--- src/rtl/pin_change_irq_pkg.sv ---
package pin_change_irq_pkg;
  localparam int unsigned GROUPS_DEF  = 2;
  localparam int unsigned PINS_DEF    = 8;
  localparam int unsigned DATA_W_DEF  = 8;
  // offset 0 holds the flags, masks follow one per group, enables come last
  localparam int unsigned OFS_FLAGS     = 0;
  localparam int unsigned OFS_MASK_BASE = 1;

  function automatic int unsigned ofs_enable(input int unsigned groups);
    return OFS_MASK_BASE + groups;
  endfunction
endpackage

--- src/rtl/pci_sync.sv ---
module pci_sync #(
  parameter int unsigned WIDTH  = 8,
  parameter int unsigned STAGES = 2
) (
  input  logic             clk,
  input  logic             rst,
  input  logic [WIDTH-1:0] din,
  output logic [WIDTH-1:0] dout
);
  logic [WIDTH-1:0] stage_q [STAGES];

  always_ff @(posedge clk) begin
    if (rst) begin
      for (int s = 0; s < STAGES; s++) stage_q[s] <= '0;
    end else begin
      stage_q[0] <= din;
      for (int s = 1; s < STAGES; s++) stage_q[s] <= stage_q[s-1];
    end
  end

  assign dout = stage_q[STAGES-1];
endmodule

--- src/rtl/pci_edge.sv ---
module pci_edge #(
  parameter int unsigned WIDTH = 8
) (
  input  logic             clk,
  input  logic             rst,
  input  logic [WIDTH-1:0] level,
  input  logic [WIDTH-1:0] mask,
  output logic             hit
);
  logic [WIDTH-1:0] prev_q;

  always_ff @(posedge clk) begin
    if (rst) prev_q <= '0;
    else     prev_q <= level;
  end

  assign hit = |((level ^ prev_q) & mask);
endmodule

--- src/rtl/pci_flag.sv ---
module pci_flag (
  input  logic clk,
  input  logic rst,
  input  logic hit,
  input  logic clr,
  output logic flag
);
  always_ff @(posedge clk) begin
    if (rst)      flag <= 1'b0;
    else if (hit) flag <= 1'b1;
    else if (clr) flag <= 1'b0;
  end

  AST_SET_WINS: assert property (@(posedge clk) disable iff (rst)
    hit |=> flag);
  AST_CLEAR_TAKES: assert property (@(posedge clk) disable iff (rst)
    (clr && !hit) |=> !flag);
  AST_FLAG_STICKY: assert property (@(posedge clk) disable iff (rst)
    (!clr && !hit) |=> $stable(flag));
endmodule

--- src/rtl/pci_regs.sv ---
module pci_regs
  import pin_change_irq_pkg::*;
#(
  parameter int unsigned GROUPS = GROUPS_DEF,
  parameter int unsigned PINS   = PINS_DEF,
  parameter int unsigned DATA_W = DATA_W_DEF,
  parameter int unsigned ADDR_W = $clog2(GROUPS + 2)
) (
  input  logic                         clk,
  input  logic                         rst,
  input  logic [ADDR_W-1:0]            bus_addr,
  input  logic                         bus_we,
  input  logic [DATA_W-1:0]            bus_wdata,
  output logic [DATA_W-1:0]            bus_rdata,
  input  logic [GROUPS-1:0]            flags,
  output logic [GROUPS-1:0][PINS-1:0]  mask,
  output logic [GROUPS-1:0]            enable,
  output logic [GROUPS-1:0]            w1c
);
  localparam logic [ADDR_W-1:0] A_FLAGS = ADDR_W'(OFS_FLAGS);
  localparam logic [ADDR_W-1:0] A_EN    = ADDR_W'(ofs_enable(GROUPS));

  logic [DATA_W-1:0] rd_mux;

  assign w1c = (bus_we && bus_addr == A_FLAGS) ? bus_wdata[GROUPS-1:0] : '0;

  always_ff @(posedge clk) begin
    if (rst) begin
      mask   <= '0;
      enable <= '0;
    end else if (bus_we) begin
      for (int g = 0; g < GROUPS; g++) begin
        if (bus_addr == ADDR_W'(OFS_MASK_BASE + g)) mask[g] <= bus_wdata[PINS-1:0];
      end
      if (bus_addr == A_EN) enable <= bus_wdata[GROUPS-1:0];
    end
  end

  always_comb begin
    rd_mux = '0;
    if (bus_addr == A_FLAGS) rd_mux[GROUPS-1:0] = flags;
    if (bus_addr == A_EN)    rd_mux[GROUPS-1:0] = enable;
    for (int g = 0; g < GROUPS; g++) begin
      if (bus_addr == ADDR_W'(OFS_MASK_BASE + g)) rd_mux[PINS-1:0] = mask[g];
    end
  end

  always_ff @(posedge clk) begin
    if (rst) bus_rdata <= '0;
    else     bus_rdata <= rd_mux;
  end

  AST_UNUSED_FLAG_BITS_ZERO: assert property (@(posedge clk) disable iff (rst)
    ($past(bus_addr) == A_FLAGS) |-> (bus_rdata[DATA_W-1:GROUPS] == '0));
  AST_READ_NO_EFFECT: assert property (@(posedge clk) disable iff (rst)
    !bus_we |=> ($stable(mask) && $stable(enable)));
endmodule

--- src/rtl/pin_change_irq.sv ---
module pin_change_irq
  import pin_change_irq_pkg::*;
#(
  parameter int unsigned GROUPS   = GROUPS_DEF,
  parameter int unsigned PINS     = PINS_DEF,
  parameter int unsigned DATA_W   = DATA_W_DEF,
  parameter int unsigned SYNC_LEN = 2,
  localparam int unsigned NPIN    = GROUPS * PINS,
  localparam int unsigned ADDR_W  = $clog2(GROUPS + 2)
) (
  input  logic              clk,
  input  logic              rst,
  input  logic [NPIN-1:0]   pins_i,
  input  logic              gie_i,
  input  logic [GROUPS-1:0] ack_i,
  input  logic [ADDR_W-1:0] bus_addr,
  input  logic              bus_we,
  input  logic [DATA_W-1:0] bus_wdata,
  output logic [DATA_W-1:0] bus_rdata,
  output logic [GROUPS-1:0] irq_o
);
  logic [NPIN-1:0]             pins_s;
  logic [GROUPS-1:0][PINS-1:0] mask;
  logic [GROUPS-1:0]           enable;
  logic [GROUPS-1:0]           w1c;
  logic [GROUPS-1:0]           hit;
  logic [GROUPS-1:0]           flag;

  pci_sync #(.WIDTH(NPIN), .STAGES(SYNC_LEN)) u_sync (
    .clk(clk), .rst(rst), .din(pins_i), .dout(pins_s)
  );

  pci_regs #(.GROUPS(GROUPS), .PINS(PINS), .DATA_W(DATA_W), .ADDR_W(ADDR_W)) u_regs (
    .clk(clk), .rst(rst), .bus_addr(bus_addr), .bus_we(bus_we),
    .bus_wdata(bus_wdata), .bus_rdata(bus_rdata), .flags(flag),
    .mask(mask), .enable(enable), .w1c(w1c)
  );

  for (genvar g = 0; g < GROUPS; g++) begin : g_grp
    pci_edge #(.WIDTH(PINS)) u_edge (
      .clk(clk), .rst(rst), .level(pins_s[g*PINS +: PINS]),
      .mask(mask[g]), .hit(hit[g])
    );
    pci_flag u_flag (
      .clk(clk), .rst(rst), .hit(hit[g]), .clr(w1c[g] | ack_i[g]),
      .flag(flag[g])
    );
  end

  always_ff @(posedge clk) begin
    if (rst) irq_o <= '0;
    else     irq_o <= flag & enable & {GROUPS{gie_i}};
  end

  AST_GIE_BLOCKS_IRQ: assert property (@(posedge clk) disable iff (rst)
    !gie_i |=> (irq_o == '0));
  AST_IRQ_NEEDS_FLAG: assert property (@(posedge clk) disable iff (rst)
    (irq_o != '0) |-> ((irq_o & ~$past(flag)) == '0));
endmodule

--- config.mk ---
export PLATFORM = sky130hd
export DESIGN_NAME = pin_change_irq
export DESIGN_NICKNAME = d
export VERILOG_FILES = /design/src/rtl/pin_change_irq_pkg.sv /design/src/rtl/pci_sync.sv /design/src/rtl/pci_edge.sv /design/src/rtl/pci_flag.sv /design/src/rtl/pci_regs.sv /design/src/rtl/pin_change_irq.sv
export SDC_FILE = /design/constraint.sdc
export NUM_CORES = 1
export LEC_CHECK = 0
export CORE_UTILIZATION = 50
export CTS_BUF_LIST = sky130_fd_sc_hd__clkbuf_16
export CTS_CLUSTER_SIZE = 10
export DETAILED_ROUTE_END_ITERATION = 10
export DONT_BUFFER_PORTS = 1
export HOLD_SLACK_MARGIN = 0.02
export REMOVE_ABC_BUFFERS = 1
export SYNTH_ARGS = -nofsm -noshare
export SYNTH_HDL_FRONTEND = slang
export SYNTH_HIERARCHICAL = 1
export SYNTH_SLANG_ARGS = --single-unit
--- constraint.sdc ---
create_clock -name clk -period 1.9 [get_ports clk]
set_input_delay 0.57 -clock clk [delete_from_list [all_inputs] [get_ports clk]]
set_output_delay 0.57 -clock clk [all_outputs]
set_load 0.03 [all_outputs]
==> results of run 1 <==
sequential cells by signal, summed over array words and instances, names as in the netlist:
| register | flops |
|---|---|
| g_grp.u_edge/prev_q | 16 |
| u_regs/bus_rdata | 8 |
| u_sync/stage_q | 32 |
| u_regs/mask | 16 |
| g_grp.u_flag/flag | 2 |
| u_regs/enable | 2 |
| irq_o | 2 |
logic make-up after synthesis:
kind of cell | synth area share, %
mux | 7.70
compound gates | 3.68
xor+xnor | 4.79
flops | 53.4
buf+inv | 7.10
simple gates | 23.4
power breakdown:
| group | internal, mW | leakage, nW | switching (mW) | total, mW |
|---|---|---|---|---|
| Clock | 1.13 | 0.159 | 0.612 | 1.74 |
| Sequential | 1.70 | 0.638 | 0.0339 | 1.73 |
| Combinational | 0.0735 | 0.489 | 0.0401 | 0.114 |
| Total | 2.90 | 1.29 | 0.686 | 3.58 |
through the flow:
step	hold WS, ps	cells
2_1_floorplan	414	233
3_3_place_gp	417	305
3_5_place_dp	422	305
4_1_cts	296	321
5_1_grt	297	321
6_report	310	321
layout by cell type (no fill, tap or decap), types with 4 or more instances in the layout:
cell / instances
a21oi_1: 6
dfxtp_1: 78
nand3b_1: 13
inv_1: 4
a22oi_1: 8
clkbuf_16: 9
nor2b_1: 48
mux2i_1: 18
nand2b_1: 28
xor2_1: 16
cell type report:
type	count	area, um^2	area share (%)
tap	72	90.1	2.88
multi-input combinational	153	1160	37.1
inverter	2	7.51	0.240
clock buffer	9	225	7.21
clock inverter	7	81.3	2.60
sequential	78	1560	50.0
metal layers:
metal  vias up  GRT usage, %  part of all wire, %
met5         -             0                    0
met4         0          10.6                  2.8
li1        805             -                    -
met1       731          20.8                   50
met2        39          23.8                   43
met3        11          4.77                  4.0
path summary, 6_finish.rpt:
path                                  endpoint                            startpoint  depth (start not counted)
max                               bus_rdata[3]        u_regs/bus_rdata[3]$_SDFF_PP0_                          0
min           u_sync/stage_q[0][10]$_SDFF_PP0_                                   rst                          1
max reg2reg  g_grp[0].u_flag/flag$_SDFFE_PP0P_  g_grp[0].u_edge/prev_q[6]$_SDFF_PP0_                          5
min reg2reg   u_sync/stage_q[0][18]$_SDFF_PP0_       u_sync/stage_q[0][2]$_SDFF_PP0_                          1
==> results.yml, run 1 <==
outcome:
  status: "finished, final reports clean"
floorplan:
  die_height_um: 78.5
  dieArea_mm2: 0.00616
  start_util_pct: 52.5
  fp.coreArea_mm2: 0.00557
  pin_count: 42
  rows: 27
  die_w_um: 78.5
clock_network:
  cts_sinks: 78
  ctsResizeCount: 0
  cts_tree: "done"
  holdBufCountCts: 0
  cts_buffers: 9
  root_buffer: "clkbuf_16"
  htreeDepth: 3
  insertion_delay_ps: 320
  clk_path_buf_depth: 2
  clkSlewWorstSetupHoldPaths_ps: 50
  post_cts_buffers: 0
final_layout:
  nets: 276
  drive_gt1_share_pct: 8.43
  post-route-util_pct: 56.0
  final_area_mm2: 0.00312
  area_growth_pct: 6.71
  num_antenna_cells: 0
  nFillCells: 506
timing:
  worst_slew_pin_slew_ps: 558
  final_max_slew_viol_count: 0
  clock.fmax_mhz: 725
  relSlewSlack_pct: 62.7
  layout_setup_ws_ps: 520
  finalHoldViolCount: 0
  fin_crit_sh_pct: 72.6
  setup_viol: 0
  clock_skew_ps: 4.10
  rsz0062_at_grt: "false"
  layout_min_cycle_time_ps: 1380
  setup_tns_ps: 0
yosys:
  yosys.area.top_type: "dfxtp_1"
  synth_seq_area_share_pct: 53.4
  yosys.cell_count.top_type: "dfxtp_1"
  ys_types: 22
  netlist_instances: 261
  netlist_top_cells_area: "dfxtp_1, nor2b_1, mux2i_1, nand2b_1, buf_4"
  netlist_top_cells_count: "dfxtp_1, nor2b_1, nand2b_1"
  synth.avg_cell_area_um2: 11.2
  yosys.area.top_type_share_pct: 53.4
  synth-main-ff-cell: "dfxtp_1"
  yosysWarnings: 6
  synthArstFlopShare_pct: 0
  synth_edf_count: 0
  netlist_area_mm2: 0.00293
  ys_ff_latch: 78
job:
  drv_cap: 0
setup_path:
  cp_data_arrival_time_ps: 810
  endpoint_kind: "output pin"
  r2r_setup_slack_ps: 700
  worstSetupPathType: "register to output pin"
  crit_fanout: 1
  cp-start-kind: "register"
  cp.required_ps: 1330
power_and_ir_drop:
  pwr_density_cell_mw_per_mm2: 1150
  peakVddDrop_mv: 0.735
  p_leak_nw: 1.29
  power_mw: 3.58
placement:
  hpwl_um: 2750
  place_congestion: 0.702
  pre_cts_ws_ps: 467
  placed_cell_area_mm2: 0.00282
  io_buffers: 0
detailed_routing:
  drcViolationCount: 0
  firstDrtPassIters: 4
  post_drt_wl_per_cell_um: 13.7
  wl_um: 4410
  first_iter_violations: 77
  drtAntennaViolNets: 0
  vias_per_cell: 4.94
  vias: 1586
grt:
  antenna_found_initial: 0
  grt_pass1_vias: 1556
  overflow: 0
  grt_max_degree: 87
  grt_usage_pct: 16.3
  grt_pass1_wl_um: 7360
min_path:
  hp-class: "input pin to register"
Note: power is estimated with default switching activity, not from simulation.
==> run 2, diff against run 1 <==
--- a/config.mk
+++ b/config.mk
@@ -5,12 +5,14 @@
 export SDC_FILE = /design/constraint.sdc
 export NUM_CORES = 1
 export LEC_CHECK = 0
+export ABC_AREA = 1
 export CORE_UTILIZATION = 50
 export CTS_BUF_LIST = sky130_fd_sc_hd__clkbuf_16
 export CTS_CLUSTER_SIZE = 10
 export DETAILED_ROUTE_END_ITERATION = 10
 export DONT_BUFFER_PORTS = 1
 export HOLD_SLACK_MARGIN = 0.02
+export PLACE_DENSITY = 0.68
 export REMOVE_ABC_BUFFERS = 1
 export SYNTH_ARGS = -nofsm -noshare
 export SYNTH_HDL_FRONTEND = slang
==> constraint.sdc (replaced) <==
create_clock -name clk -period 1.2 [get_ports clk]
set_input_delay 0.36 -clock clk [delete_from_list [all_inputs] [get_ports clk]]
set_output_delay 0.36 -clock clk [all_outputs]
set_load 0.03 [all_outputs]
==> run 2 against run 1 <==
Sequential power grew 60%. Non-clock buffer count unchanged. Clock power up 57%. Critical endpoint is now bus_rdata[1]. Highest routed layer unchanged.
==> results.yml, run 2 <==
floorplan:
  pin_count: 42
  die_height_um: 80.3
  die_w_um: 80.3
  start_util_pct: 51.7
  fp.coreArea_mm2: 0.00592
  rows: 28
  dieArea_mm2: 0.00644
detailed_routing:
  post_drt_wl_per_cell_um: 10.1
  wl_um: 4870
  drtAntennaViolNets: 0
  first_iter_violations: 89
  vias_per_cell: 4.51
  drcViolationCount: 0
  vias: 2174
  firstDrtPassIters: 5
timing:
  relSlewSlack_pct: 77.5
  clock.fmax_mhz: 858
  worst_slew_pin_slew_ps: 337
  fin_crit_sh_pct: 97.1
  layout_min_cycle_time_ps: 1170
  final_max_slew_viol_count: 0
  whs_ps: 100
  setup_tns_ps: 0
  setup_viol: 0
  clock_skew_ps: 4.08
  finalHoldViolCount: 0
  rsz0062_at_grt: "false"
yosys:
  netlist_area_mm2: 0.00306
  netlist_instances: 418
  synth-main-ff-cell: "dfxtp_1"
  netlist_top_cells_area: "dfxtp_1, nand2_1, nor2_1, inv_1, buf_4"
  netlist_top_cells_count: "nand2_1, nor2_1, dfxtp_1, inv_1, nand3_1"
  yosys.area.top_type_share_pct: 51.0
  yosysWarnings: 6
  synth_edf_count: 0
  yosys.area.top_type: "dfxtp_1"
  ys_types: 19
  synth.avg_cell_area_um2: 7.32
  synthArstFlopShare_pct: 0
  synth_seq_area_share_pct: 51.0
  yosys.cell_count.top_type: "nand2_1"
  ys_ff_latch: 78
final_layout:
  reg_top3: "u_sync/stage_q: 32 flops, g_grp.u_edge/prev_q: 16 flops, u_regs/mask: 16 flops"
  num_antenna_cells: 0
  nets: 434
  drive_gt1_share_pct: 9.09
  largest_reg_flops: 32
  final_cells: 482
  layout_commonest_cell: "nand2_1"
  final_cell_mix: "nand2_1, nor2_1, inv_1, dfxtp_1, nand3_1"
  area_growth_pct: 6.33
  largest-register: "u_sync/stage_q"
  final_area_mm2: 0.00326
setup_path:
  r2r_setup_slack_ps: 250
  regToRegStartpoint: "u_sync/stage_q[0][21]$_SDFF_PP0_"
  endpoint_kind: "output pin"
  cp_data_arrival_time_ps: 810
  cp-start-kind: "register"
  rr_endpoint: "g_grp[0].u_flag/flag$_SDFFE_PP0P_"
  worstSetupPathType: "register to output pin"
  cp.required_ps: 840
  critPathLaunch: "u_regs/bus_rdata[1]$_SDFF_PP0_"
  critical_path_depth: 0
  endpoint: "bus_rdata[1]"
  r2r_cells: 8
  crit_fanout: 1
placement:
  placed_cell_area_mm2: 0.00294
  io_buffers: 0
  hpwl_um: 3320
  numPlacedInstances: 466
  place_congestion: 0.781
grt:
  overflow: 0
  grt_usage_pct: 16.5
  grt_max_degree: 67
  grt_pass1_vias: 1872
  grt_pass1_wl_um: 7920
  antenna_found_initial: 0
clock_network:
  cts_buffers: 9
  root_buffer: "clkbuf_16"
  htreeDepth: 3
  cts_sinks: 78
  post_cts_buffers: 0
  insertion_delay_ps: 320
  clk_path_buf_depth: 2
  cts_tree: "done"
  holdBufCountCts: 0
  clkSlewWorstSetupHoldPaths_ps: 60
power_and_ir_drop:
  combPwrFrac_pct: 3.9
  p_seq_share_pct: 48.3
  swShare_pct: 20.1
  p_leak_nw: 1.56
  pwr_density_cell_mw_per_mm2: 1760
  clkPwrFrac_pct: 47.9
  p_switching_mw: 1.15
  peakVddDrop_mv: 1.04
  intPower_mw: 4.57
outcome:
  status: "finished, final reports clean"
min_path:
  hp-class: "input pin to register"
job:
  drv_cap: 0
## run 2: metrics by stage
stage          setup slack, ps  power (mW)  util, %
2_1_floorplan              224        2.99        -
3_3_place_gp               172        3.03     49.7
3_5_place_dp               132        3.04     49.7
4_1_cts                   1.51        5.80     54.9
5_1_grt                   6.57        5.95     55.0
6_report                  34.5        5.72     55.0
## run 2: final cells by class
class / count / area, um^2
Clock buffer: 9 / 225
Clock inverter: 7 / 80.1
Fill cell: 574 / 2670
Inverter: 86 / 325
Multi-Input combinational cell: 227 / 961
Sequential cell: 78 / 1570
Tap cell: 75 / 93.8
## run 2: logic make-up after synthesis
| group | share of synthesized area (%) |
|---|---|
| simple gates | 27.9 |
| flops | 51.0 |
| compound gates | 3.51 |
| buf+inv | 17.6 |
## run 2: how the worst min path moves through the flow
stage | slack (ps) | startpoint | depth (start not counted) | to
final | 100 | rst | 1 | u_sync/stage_q[0][4]$_SDFF_PP0_
after global routing | 90 | rst | 1 | u_regs/bus_rdata[2]$_SDFF_PP0_
after CTS | 90 | rst | 1 | g_grp[1].u_flag/flag$_SDFFE_PP0P_
after detailed placement | 390 | u_sync/stage_q[0][7]$_SDFF_PP0_ | 2 | u_sync/stage_q[0][23]$_SDFF_PP0_
after global placement | 390 | u_sync/stage_q[0][15]$_SDFF_PP0_ | 2 | u_sync/stage_q[0][31]$_SDFF_PP0_
after floorplan | 390 | u_sync/stage_q[0][0]$_SDFF_PP0_ | 2 | u_sync/stage_q[0][16]$_SDFF_PP0_
## run 2: metal layers
metal | vias up | share of wire, % | global-route usage (%) | routed length (um)
met5 | - | 0 | 0 | 0
met4 | 0 | 2.3 | 9.11 | 112
met3 | 11 | 7.9 | 6.14 | 384
met2 | 52 | 44 | 26.8 | 2130
met1 | 943 | 46 | 18.7 | 2240
li1 | 1168 | - | - | -
## run 2: what timing repair did
| action | CTS | global route |
|---|---|---|
| endpoints found under the setup margin | 2 | 5 |
| pin swaps | 0 | 0 |
| cloned | 0 | 0 |
| resized for setup | 2 | 5 |
| endpoints found under the hold margin | 0 | 0 |
## run 2: power by group through the flow
stage | sequential [mW] | clock (mW) | combinational, mW
after floorplan | 2.80 | 0 | 0.189
after global placement | 2.81 | 0 | 0.213
after detailed placement | 2.82 | 0 | 0.221
after CTS | 2.76 | 2.82 | 0.223
after global routing | 2.77 | 2.91 | 0.264
final | 2.76 | 2.74 | 0.221
